`config.mk`:
```
export PLATFORM = sky130hd
export DESIGN_NAME = alu8_core
export DESIGN_NICKNAME = d
export VERILOG_FILES = /design/src/rtl/alu8_pkg.sv /design/src/rtl/alu8_addsub.sv /design/src/rtl/alu8_logic.sv /design/src/rtl/alu8_misc.sv /design/src/rtl/alu8_core.sv
export SDC_FILE = /design/constraint.sdc
export NUM_CORES = 1
export LEC_CHECK = 0
export ABC_AREA = 1
export BUFFER_PORTS_ARGS = -buffer_cell sky130_fd_sc_hd__buf_2
export CAP_MARGIN = 5
export CORE_ASPECT_RATIO = 0.7
export CORE_UTILIZATION = 40
export DETAILED_ROUTE_END_ITERATION = 10
export SKIP_LAST_GASP = 1
export SLEW_MARGIN = 20
export SYNTH_ARGS = -nofsm -noshare
export SYNTH_HDL_FRONTEND = slang
export SYNTH_SLANG_ARGS = --single-unit
```
`constraint.sdc`:
```
create_clock -name vclk -period 5.4
set_input_delay 0.27 -clock vclk [all_inputs]
set_output_delay 0.27 -clock vclk [all_outputs]
set_load 0.02 [all_outputs]
```
`src/rtl/alu8_pkg.sv`:
```
package alu8_pkg;

   // Opcode bits [3:2] choose the operation group
   typedef enum logic [1:0] {
      GRP_ARITH = 2'b00,
      GRP_LOGIC = 2'b01,
      GRP_MISC  = 2'b10,
      GRP_NONE  = 2'b11
   } alu_grp_e;

   // Opcode bits [1:0] inside the arithmetic group
   typedef enum logic [1:0] {
      AM_ADD = 2'b00,
      AM_SUB = 2'b01,
      AM_DEC = 2'b10,
      AM_NEG = 2'b11
   } arith_mode_e;

   // Opcode bits [1:0] inside the miscellaneous group
   localparam logic [1:0] MS_MUL8 = 2'b00;
   localparam logic [1:0] MS_REM  = 2'b01;
   localparam logic [1:0] MS_SHL  = 2'b10;
   localparam logic [1:0] MS_ROR  = 2'b11;

endpackage

```
`src/rtl/alu8_addsub.sv`:
```
module alu8_addsub
   import alu8_pkg::*;
#(
   parameter int W      = 8,
   parameter bit RIPPLE = 1'b0
) (
   input  logic [W-1:0] a,
   input  logic [W-1:0] b,
   input  logic [1:0]   mode,
   output logic [W-1:0] sum,
   output logic         cout,
   output logic         ovf
);
   localparam logic [W-1:0] MIN_NEG = {1'b1, {(W-1){1'b0}}};

   logic [W-1:0] x, y;
   logic         cin;

   if (W < 2) begin : g_bad_width
      $error("alu8_addsub: W must be at least 2");
   end

   // Operand steering for the four arithmetic operations
   always_comb begin
      x   = a;
      y   = b;
      cin = 1'b0;
      case (arith_mode_e'(mode))
         AM_ADD: begin x = a;  y = b;          cin = 1'b0; end
         AM_SUB: begin x = a;  y = ~b;         cin = 1'b1; end
         AM_DEC: begin x = a;  y = {W{1'b1}};  cin = 1'b0; end
         AM_NEG: begin x = ~a; y = '0;         cin = 1'b1; end
         default: ;
      endcase
   end

   if (RIPPLE) begin : g_ripple
      logic [W:0] cy;
      assign cy[0] = cin;
      for (genvar i = 0; i < W; i++) begin : g_fa
         assign sum[i]  = x[i] ^ y[i] ^ cy[i];
         assign cy[i+1] = (x[i] & y[i]) | (cy[i] & (x[i] ^ y[i]));
      end
      assign cout = cy[W];
   end else begin : g_infer
      assign {cout, sum} = {1'b0, x} + {1'b0, y} + {{W{1'b0}}, cin};
   end

   assign ovf = (x[W-1] == y[W-1]) && (sum[W-1] != x[W-1]);

   always_comb begin
      if (arith_mode_e'(mode) == AM_DEC) begin
         AST_DEC_CARRY: assert (cout == (a != '0)) else $error("dec carry");
         AST_DEC_OVF: assert (ovf == (a == MIN_NEG)) else $error("dec ovf");
      end
      if (arith_mode_e'(mode) == AM_NEG) begin
         AST_NEG_CARRY: assert (cout == (a == '0)) else $error("neg carry");
         AST_NEG_OVF: assert (ovf == (a == MIN_NEG)) else $error("neg ovf");
      end
   end
endmodule

```
`src/rtl/alu8_logic.sv`:
```
module alu8_logic #(
   parameter int W = 8
) (
   input  logic [W-1:0] a,
   input  logic [W-1:0] b,
   input  logic [1:0]   sel,
   output logic [W-1:0] y
);
   always_comb begin
      case (sel)
         2'b00:   y = a | b;
         2'b01:   y = ~(a & b);
         2'b10:   y = ~(a ^ b);
         default: y = ~a;
      endcase
   end
endmodule

```
`src/rtl/alu8_misc.sv`:
```
module alu8_misc
   import alu8_pkg::*;
#(
   parameter int W         = 8,
   parameter int REM_BITS  = 4,
   parameter int MUL_SHIFT = 3
) (
   input  logic [W-1:0] a,
   input  logic [W-1:0] b,
   input  logic [1:0]   sel,
   output logic [W-1:0] y
);
   localparam int HI_BITS = W - REM_BITS;

   logic [REM_BITS-1:0] low;
   logic                neg_rem;
   logic [W-1:0]        rem_val;

   if (REM_BITS < 1 || REM_BITS >= W) begin : g_bad_rem
      $error("alu8_misc: REM_BITS must lie in 1..W-1");
   end
   if (MUL_SHIFT < 1 || MUL_SHIFT >= W) begin : g_bad_mul
      $error("alu8_misc: MUL_SHIFT must lie in 1..W-1");
   end

   // Truncated remainder by 2**REM_BITS: a negative value with a nonzero
   // low field stays negative, so the upper bits are filled with ones.
   assign low     = a[REM_BITS-1:0];
   assign neg_rem = a[W-1] & (|low);
   assign rem_val = {{HI_BITS{neg_rem}}, low};

   always_comb begin
      case (sel)
         MS_MUL8: y = b << MUL_SHIFT;
         MS_REM:  y = rem_val;
         MS_SHL:  y = {b[W-2:0], 1'b0};
         default: y = {b[0], b[W-1:1]};
      endcase
   end

   always_comb begin
      if (sel == MS_REM) begin
         AST_REM_SIGN: assert (!(a[W-1] && !y[W-1] && y != '0)) else $error("rem sign");
         AST_REM_POS: assert (a[W-1] || !y[W-1]) else $error("rem pos");
      end
   end
endmodule

```
`src/rtl/alu8_core.sv`:
```
module alu8_core
   import alu8_pkg::*;
#(
   parameter int W         = 8,
   parameter int REM_BITS  = 4,
   parameter int MUL_SHIFT = 3,
   parameter bit RIPPLE    = 1'b0
) (
   input  logic [7:0] op_a,
   input  logic [7:0] op_b,
   input  logic [3:0] opcode,
   output logic [7:0] result,
   output logic       flag_v,
   output logic       flag_z,
   output logic       flag_c,
   output logic       flag_n
);
   if (W != 8) begin : g_bad_port
      $error("alu8_core: the port widths are fixed at 8 bits");
   end

   alu_grp_e     grp;
   logic [1:0]   sub_op;
   logic [W-1:0] sum_q, log_q, misc_q;
   logic         add_c, add_v;
   logic         zn_en;

   assign grp    = alu_grp_e'(opcode[3:2]);
   assign sub_op = opcode[1:0];

   alu8_addsub #(.W(W), .RIPPLE(RIPPLE)) u_add (
      .a(op_a), .b(op_b), .mode(sub_op), .sum(sum_q), .cout(add_c), .ovf(add_v)
   );

   alu8_logic #(.W(W)) u_log (
      .a(op_a), .b(op_b), .sel(sub_op), .y(log_q)
   );

   alu8_misc #(.W(W), .REM_BITS(REM_BITS), .MUL_SHIFT(MUL_SHIFT)) u_misc (
      .a(op_a), .b(op_b), .sel(sub_op), .y(misc_q)
   );

   // Result select and per-group flag policy
   always_comb begin
      result = '0;
      flag_v = 1'b0;
      flag_c = 1'b0;
      zn_en  = 1'b0;
      case (grp)
         GRP_ARITH: begin
            result = sum_q;
            flag_v = add_v;
            flag_c = add_c;
            zn_en  = 1'b1;
         end
         GRP_LOGIC: begin
            result = log_q;
            zn_en  = 1'b1;
         end
         GRP_MISC: begin
            result = misc_q;
            zn_en  = ~sub_op[1];
         end
         default: ;
      endcase
      flag_z = zn_en & (result == '0);
      flag_n = zn_en & result[W-1];
   end

   always_comb begin
      AST_ZN_EXCLUSIVE: assert (!(flag_z && flag_n)) else $error("z and n");
      if (opcode[3:2] != 2'b00) begin
         AST_NO_VC_OUTSIDE_ARITH: assert (!flag_v && !flag_c) else $error("v/c set");
      end
      if (opcode == 4'hA || opcode == 4'hB) begin
         AST_SHIFT_FLAGS_CLEAR: assert (!flag_z && !flag_n) else $error("shift flags");
      end
      if (opcode[3:2] == 2'b11) begin
         AST_UNUSED_ZERO: assert (result == '0 && !flag_v && !flag_z && !flag_c && !flag_n) else $error("unused op");
      end
   end
endmodule

```
### Word level (Yosys, flattened, before mapping)

Index checks and enable logic that the tools add are counted.

* bitwise logic cells: 11
* add/sub/neg operators: 2
* equal/unequal tests: 7
* reductions and logical operators: 9
* muxes and demuxes: 9

Operator list (number)
* $pmux 8 s3: 3
* $not 8->8: 4
* $pmux 8 s4: 1
* $pmux 8 s2: 1
* $add 8x8->9: 1
* $add 9x1->9: 1
* $and 8x8->8: 1
* $logic_not 8->1: 1
* $or 8x8->8: 1
* $xor 8x8->8: 1
* $eq 2x2->1 const B: 3
* $reduce_or 2->1: 3
* $eq 2x1->1 const B: 2
* $logic_not 2->1: 2
* $pmux 1 s2: 2
* $reduce_or 4->1: 1
* $and 1x1->1: 3
* $reduce_or 3->1: 1
* $mux 1: 2
* $eq 1x1->1: 1
* $logic_and 1x1->1: 1
* $ne 1x1->1: 1
* $not 1->1: 1

* input port bits: 20
* flip-flop bits (word level): 0

### Logic depth before layout (Yosys ltp)

* word-level depth: 8
* depth in mapped cells: 17
* mapped depth without buffers: 17

### Modules after synthesis

A second synthesis with hierarchy kept.

* cells, all modules: 313
* area total of the unflattened synthesis: 1745.4 sq um

Modules (own cells, without submodules)
* alu8_addsub: cells an instance 96, instances 1, seq. area each 0.0 sq um, area an instance 623.1 sq um
* alu8_logic: cells an instance 103, instances 1, seq. area each 0.0 sq um, area an instance 581.8 sq um
* alu8_core: cells an instance 59, instances 1, seq. area each 0.0 sq um, area an instance 296.5 sq um
* alu8_misc: cells an instance 55, instances 1, seq. area each 0.0 sq um, area an instance 244.0 sq um

### Least setup slack after synthesis

OpenSTA, ideal clock, no wires.

* kind: input -> output
* start point: in opcode[0]
* end point: out flag_z
* path buffers: 1
* slack: 2.588 ns
* arrival: 2.542 ns
* required time: 5.130 ns
* stages on the path: 16
* cell sequence: buf_2 -> nand2_1 -> nand2_1 -> o21ai_0 -> inv_1 -> fa_1 -> inv_1 -> fa_1 -> inv_1 -> nand2_1 -> nand3b_1 -> nand3_1 -> nand3_1 -> nor2_1 -> nand3_1 -> nor2_1

* longest elaborated chain between the ends: 8
* elaborated cells between the ends (all ways): 17
* those cells by class: add/sub (2); eq/ne (3); mux (6); bitwise (1); reduce/logical (5)

Ends and longest elaborated chain
* start: declaration: line alu8_core.sv:11 `input logic [3:0] opcode,`
* $eq 2x1->1, or another cell as far along
* $reduce_or 3->1 (no line)
* $pmux 8 s2: line alu8_addsub.sv:28 `case (arith_mode_e'(mode))`
* $add 8x8->9: line alu8_addsub.sv:46 `assign {cout, sum} = {1'b0, x} + {1'b0, y} + {{W{1'b0}}, cin};`
* $add 9x1->9: line alu8_addsub.sv:46
* $pmux 8 s3 (*): line alu8_core.sv:49 `case (grp)`
* net result[4]: line alu8_core.sv:12 `output logic [7:0] result,`
* $logic_not 8->1 (*): line alu8_core.sv:66 `flag_z = zn_en & (result == '0);`
* $and 1x1->1 (*): line alu8_core.sv:66
* end: declaration: line alu8_core.sv:14 `output logic flag_z,`

The timed path passes the listed nets; every way through them passes the cells marked *.

### Worst setup path in the final report

* start point: in opcode[0]
* end point: out flag_z

* longest elaborated chain between the ends: 8
* elaborated cells between the ends (all ways): 17
* those cells by class: add/sub (2); eq/ne (3); mux (6); bitwise (1); reduce/logical (5)

Ends and longest elaborated chain (line)
* $eq 2x1->1, or another cell as far along
* $reduce_or 3->1 (no line)
* $pmux 8 s2: alu8_addsub.sv:28
* $add 8x8->9: alu8_addsub.sv:46
* $add 9x1->9: alu8_addsub.sv:46
* $pmux 8 s3 (*): alu8_core.sv:49
* $logic_not 8->1 (*): alu8_core.sv:66
* $and 1x1->1 (*): alu8_core.sv:66

Mark *: on every way between the ends. The rest lies on a longest branch, timed or not.

==> results by group <==
Outcome
  • Outcome: finished, final reports clean

Worst setup path
  • Crit Path Class: in -> out
  • CP Launch Point: opcode[0]
  • Slowest stage delay, CP: 0.46 ns
  • Largest delay share family, worst path: simple AND/OR/NAND/NOR gates
  • CP bufs+invs: 5
  • Total stage count of the critical path: 17
  • Cells along the critical path: buf_2 -> inv_1 -> nand2_1 -> nand2_1 -> o21ai_0 -> inv_1 -> fa_1 -> inv_1 -> fa_1 -> or2_2 -> nand2_1 -> nor2_1 -> nand2_1 -> nor2_1 -> nand3_1 -> nor2_1 -> buf_2
  • CP max FO: 22
  • Critical Path AT: 3.16 ns
  • CP max-delay cell: fa_1
  • Crit-path most repeated cell: nand2_1
  • Critical Path End Type: output port
  • Data required, critical path: 5.13 ns
  • CP Launch Type: primary input

Route
  • First-pass detailed-route iteration total: 5
  • Vias: 1982
  • Final antenna-violating net count: 0
  • Met3 routed WL: 258 microns
  • Top sig layer: met4
  • DR iter-0 viols: 125
  • Met2 WL: 1870 microns
  • DRT met1 WL: 2470 microns
  • Post-route DRC: 0
  • Wirelength per Cell: 11.0 microns
  • Final WL: 4610 microns
  • Drt via density: 4.74

Finish
  • Area Growth Syn to Fin: 11.1%
  • Fin util: 46.7%
  • CLK BUF: 0
  • Layout cells sized above 1: 10.1%
  • N_diodes: 0
  • Seq_cells: 0
  • Nets: 413
  • Most common cell after layout, fill and taps aside: nand2_1
  • Register area: 0 sq um
  • Commonest cells after routing, fill and taps aside: 115 x nand2_1, 80 x inv_1, 38 x nor2_1

Placed design
  • I/O Buffers: 32
  • Post-detail-place hpwl: 3810 microns
  • GPL Wtd Cong: 0.905

Global routing
  • Largest net degree at the start of global routing: 23
  • Initial antenna violation count: 0
  • Vias in the first global route: 1672
  • Gr usage total: 21.7%
  • First-pass GRT wire length: 7800 microns
  • Gr ovfl total: 0

Floorplanning
  • Die Y: 55.9 microns
  • Initial core utilization: 42.0%
  • I/O pins: 32
  • Die Wd: 78.9 microns
  • # rows: 19
  • Core ar.: 3950 sq um
  • Die ar.: 4410 sq um

Timing
  • Worst Tran Pin Value: 0.626 ns
  • Maximum clock frequency: 0.292 GHz
  • Worst-case hold slack: 0.948 ns
  • Tmin final: 3.43 ns
  • Setup violators final: 0
  • Slew margin rel.: 58.1%
  • Final Hold Fails: 0
  • Final period util: 63.4%
  • RSZ-0062 raised after global routing: no
  • Setup TNS: 0 ns
  • Max Slew Vio Count: 0

Synth
  • Yosys top cell by area: nand2_1
  • Cell area after synthesis: 1660 sq um
  • Gate Count Post-Synth: 341
  • Main area contributors after synthesis: nand2_1 26%, inv_1 18%, ha_1 17%
  • Syn_area_per_cell: 4.86 sq um
  • Area fraction of the dominant cell type after synthesis: 26.0%
  • Seq/Total Area, Yosys: 0%
  • Yosys warnings: 0
  • Netlist cell types: 25
  • Syn_nets: 386

Clocking
  • Postcts setup bufs: 0
  • Post_cts resized: 0
  • Hold_buf cts: 0

Worst hold path
  • Hold Path Depth: 4
  • Hold crit path type: in -> out
  • End of the worst hold path: flag_z
  • Hold wc startpoint: opcode[2]

Power
  • Sequential power share: 0%
  • Tot Pwr: 0.000200 W
  • Leakage power: 1.26 nW
  • Power density over the cells: 109 nW/um^2
  • Int Power: 0.0000687 W
  • VDD IR max: 69.1 uV
  • Switch Pwr: 0.000132 W
  • Sw Share: 65.7%
  • Gate power share: 100.0%
  • Clock power frac: 0%

Run
  • Max-Cap Viols: 0
-- cell usage after synthesis --
cell	count
fa_1	2
a21oi_1	19
a31oi_1	1
buf_6	1
inv_4	1
buf_4	1
o21ai_0	11
o21a_1	1
buf_2	3
clkbuf_1	2
or2_2	1
xor2_1	3
clkinv_1	1
nand2_1	115
nand2_2	1
inv_1	80
nand3_1	26
nor2_2	1
inv_2	1
a21boi_0	2
o21ai_1	1
nand4_1	3
ha_1	23
nand3b_1	3
nor2_1	38
-- stage by stage --
| step | worst slack, ns | cell area, sq um | cells |
|---|---|---|---|
| global route | 1.71 | 1840 | 418 |
| floorplan | 2.59 | 1660 | 341 |
| CTS | 1.97 | 1840 | 418 |
| finish | 1.97 | 1840 | 418 |
| global placement | 2.05 | 1840 | 418 |
| detailed placement | 1.97 | 1840 | 418 |
-- final cells by class --
type	count	area, sq um
Tap cell	52	65.1
Timing Repair Buffer	32	160
Fill cell	468	2100
Multi-Input combinational cell	251	1300
Inverter	83	314
-- cells by family (layout without fill, tap and decap cells) --
group                    Yosys count  in the layout  synth area share (%)
buffers and inverters             90            115                  21.4
adder cells (fa/ha/maj)           25             25                  19.8
AO/OA/AOI/OAI                     35             35                  11.1
XOR/XNOR                           3              3                  1.59
AND/OR/NAND/NOR                  188            188                  46.1
-- worst max path at each step --
stage / end / slack, ns
after floorplan: flag_z / 2.59
after global placement: flag_z / 2.05
after detailed placement: flag_z / 1.97
after CTS: flag_z / 1.97
after global routing: flag_z / 1.71
final: flag_z / 1.97
-- layer usage --
layer | vias up | GRT usage [%]
li1 | 1078 | -
met1 | 842 | 35.0
met2 | 60 | 32.9
met3 | 2 | 0.492
met4 | 0 | 1.56
met5 | - | 0
-- power by group through the flow --
stage,combinational [W],clock [W],sequential (W)
2_1_floorplan,0.000146,0,0
3_3_place_gp,0.000198,0,0
3_5_place_dp,0.000198,0,0
4_1_cts,0.000199,0,0
5_1_grt,0.000227,0,0
6_report,0.000200,0,0
Note: power is estimated with default switching activity, not from simulation.
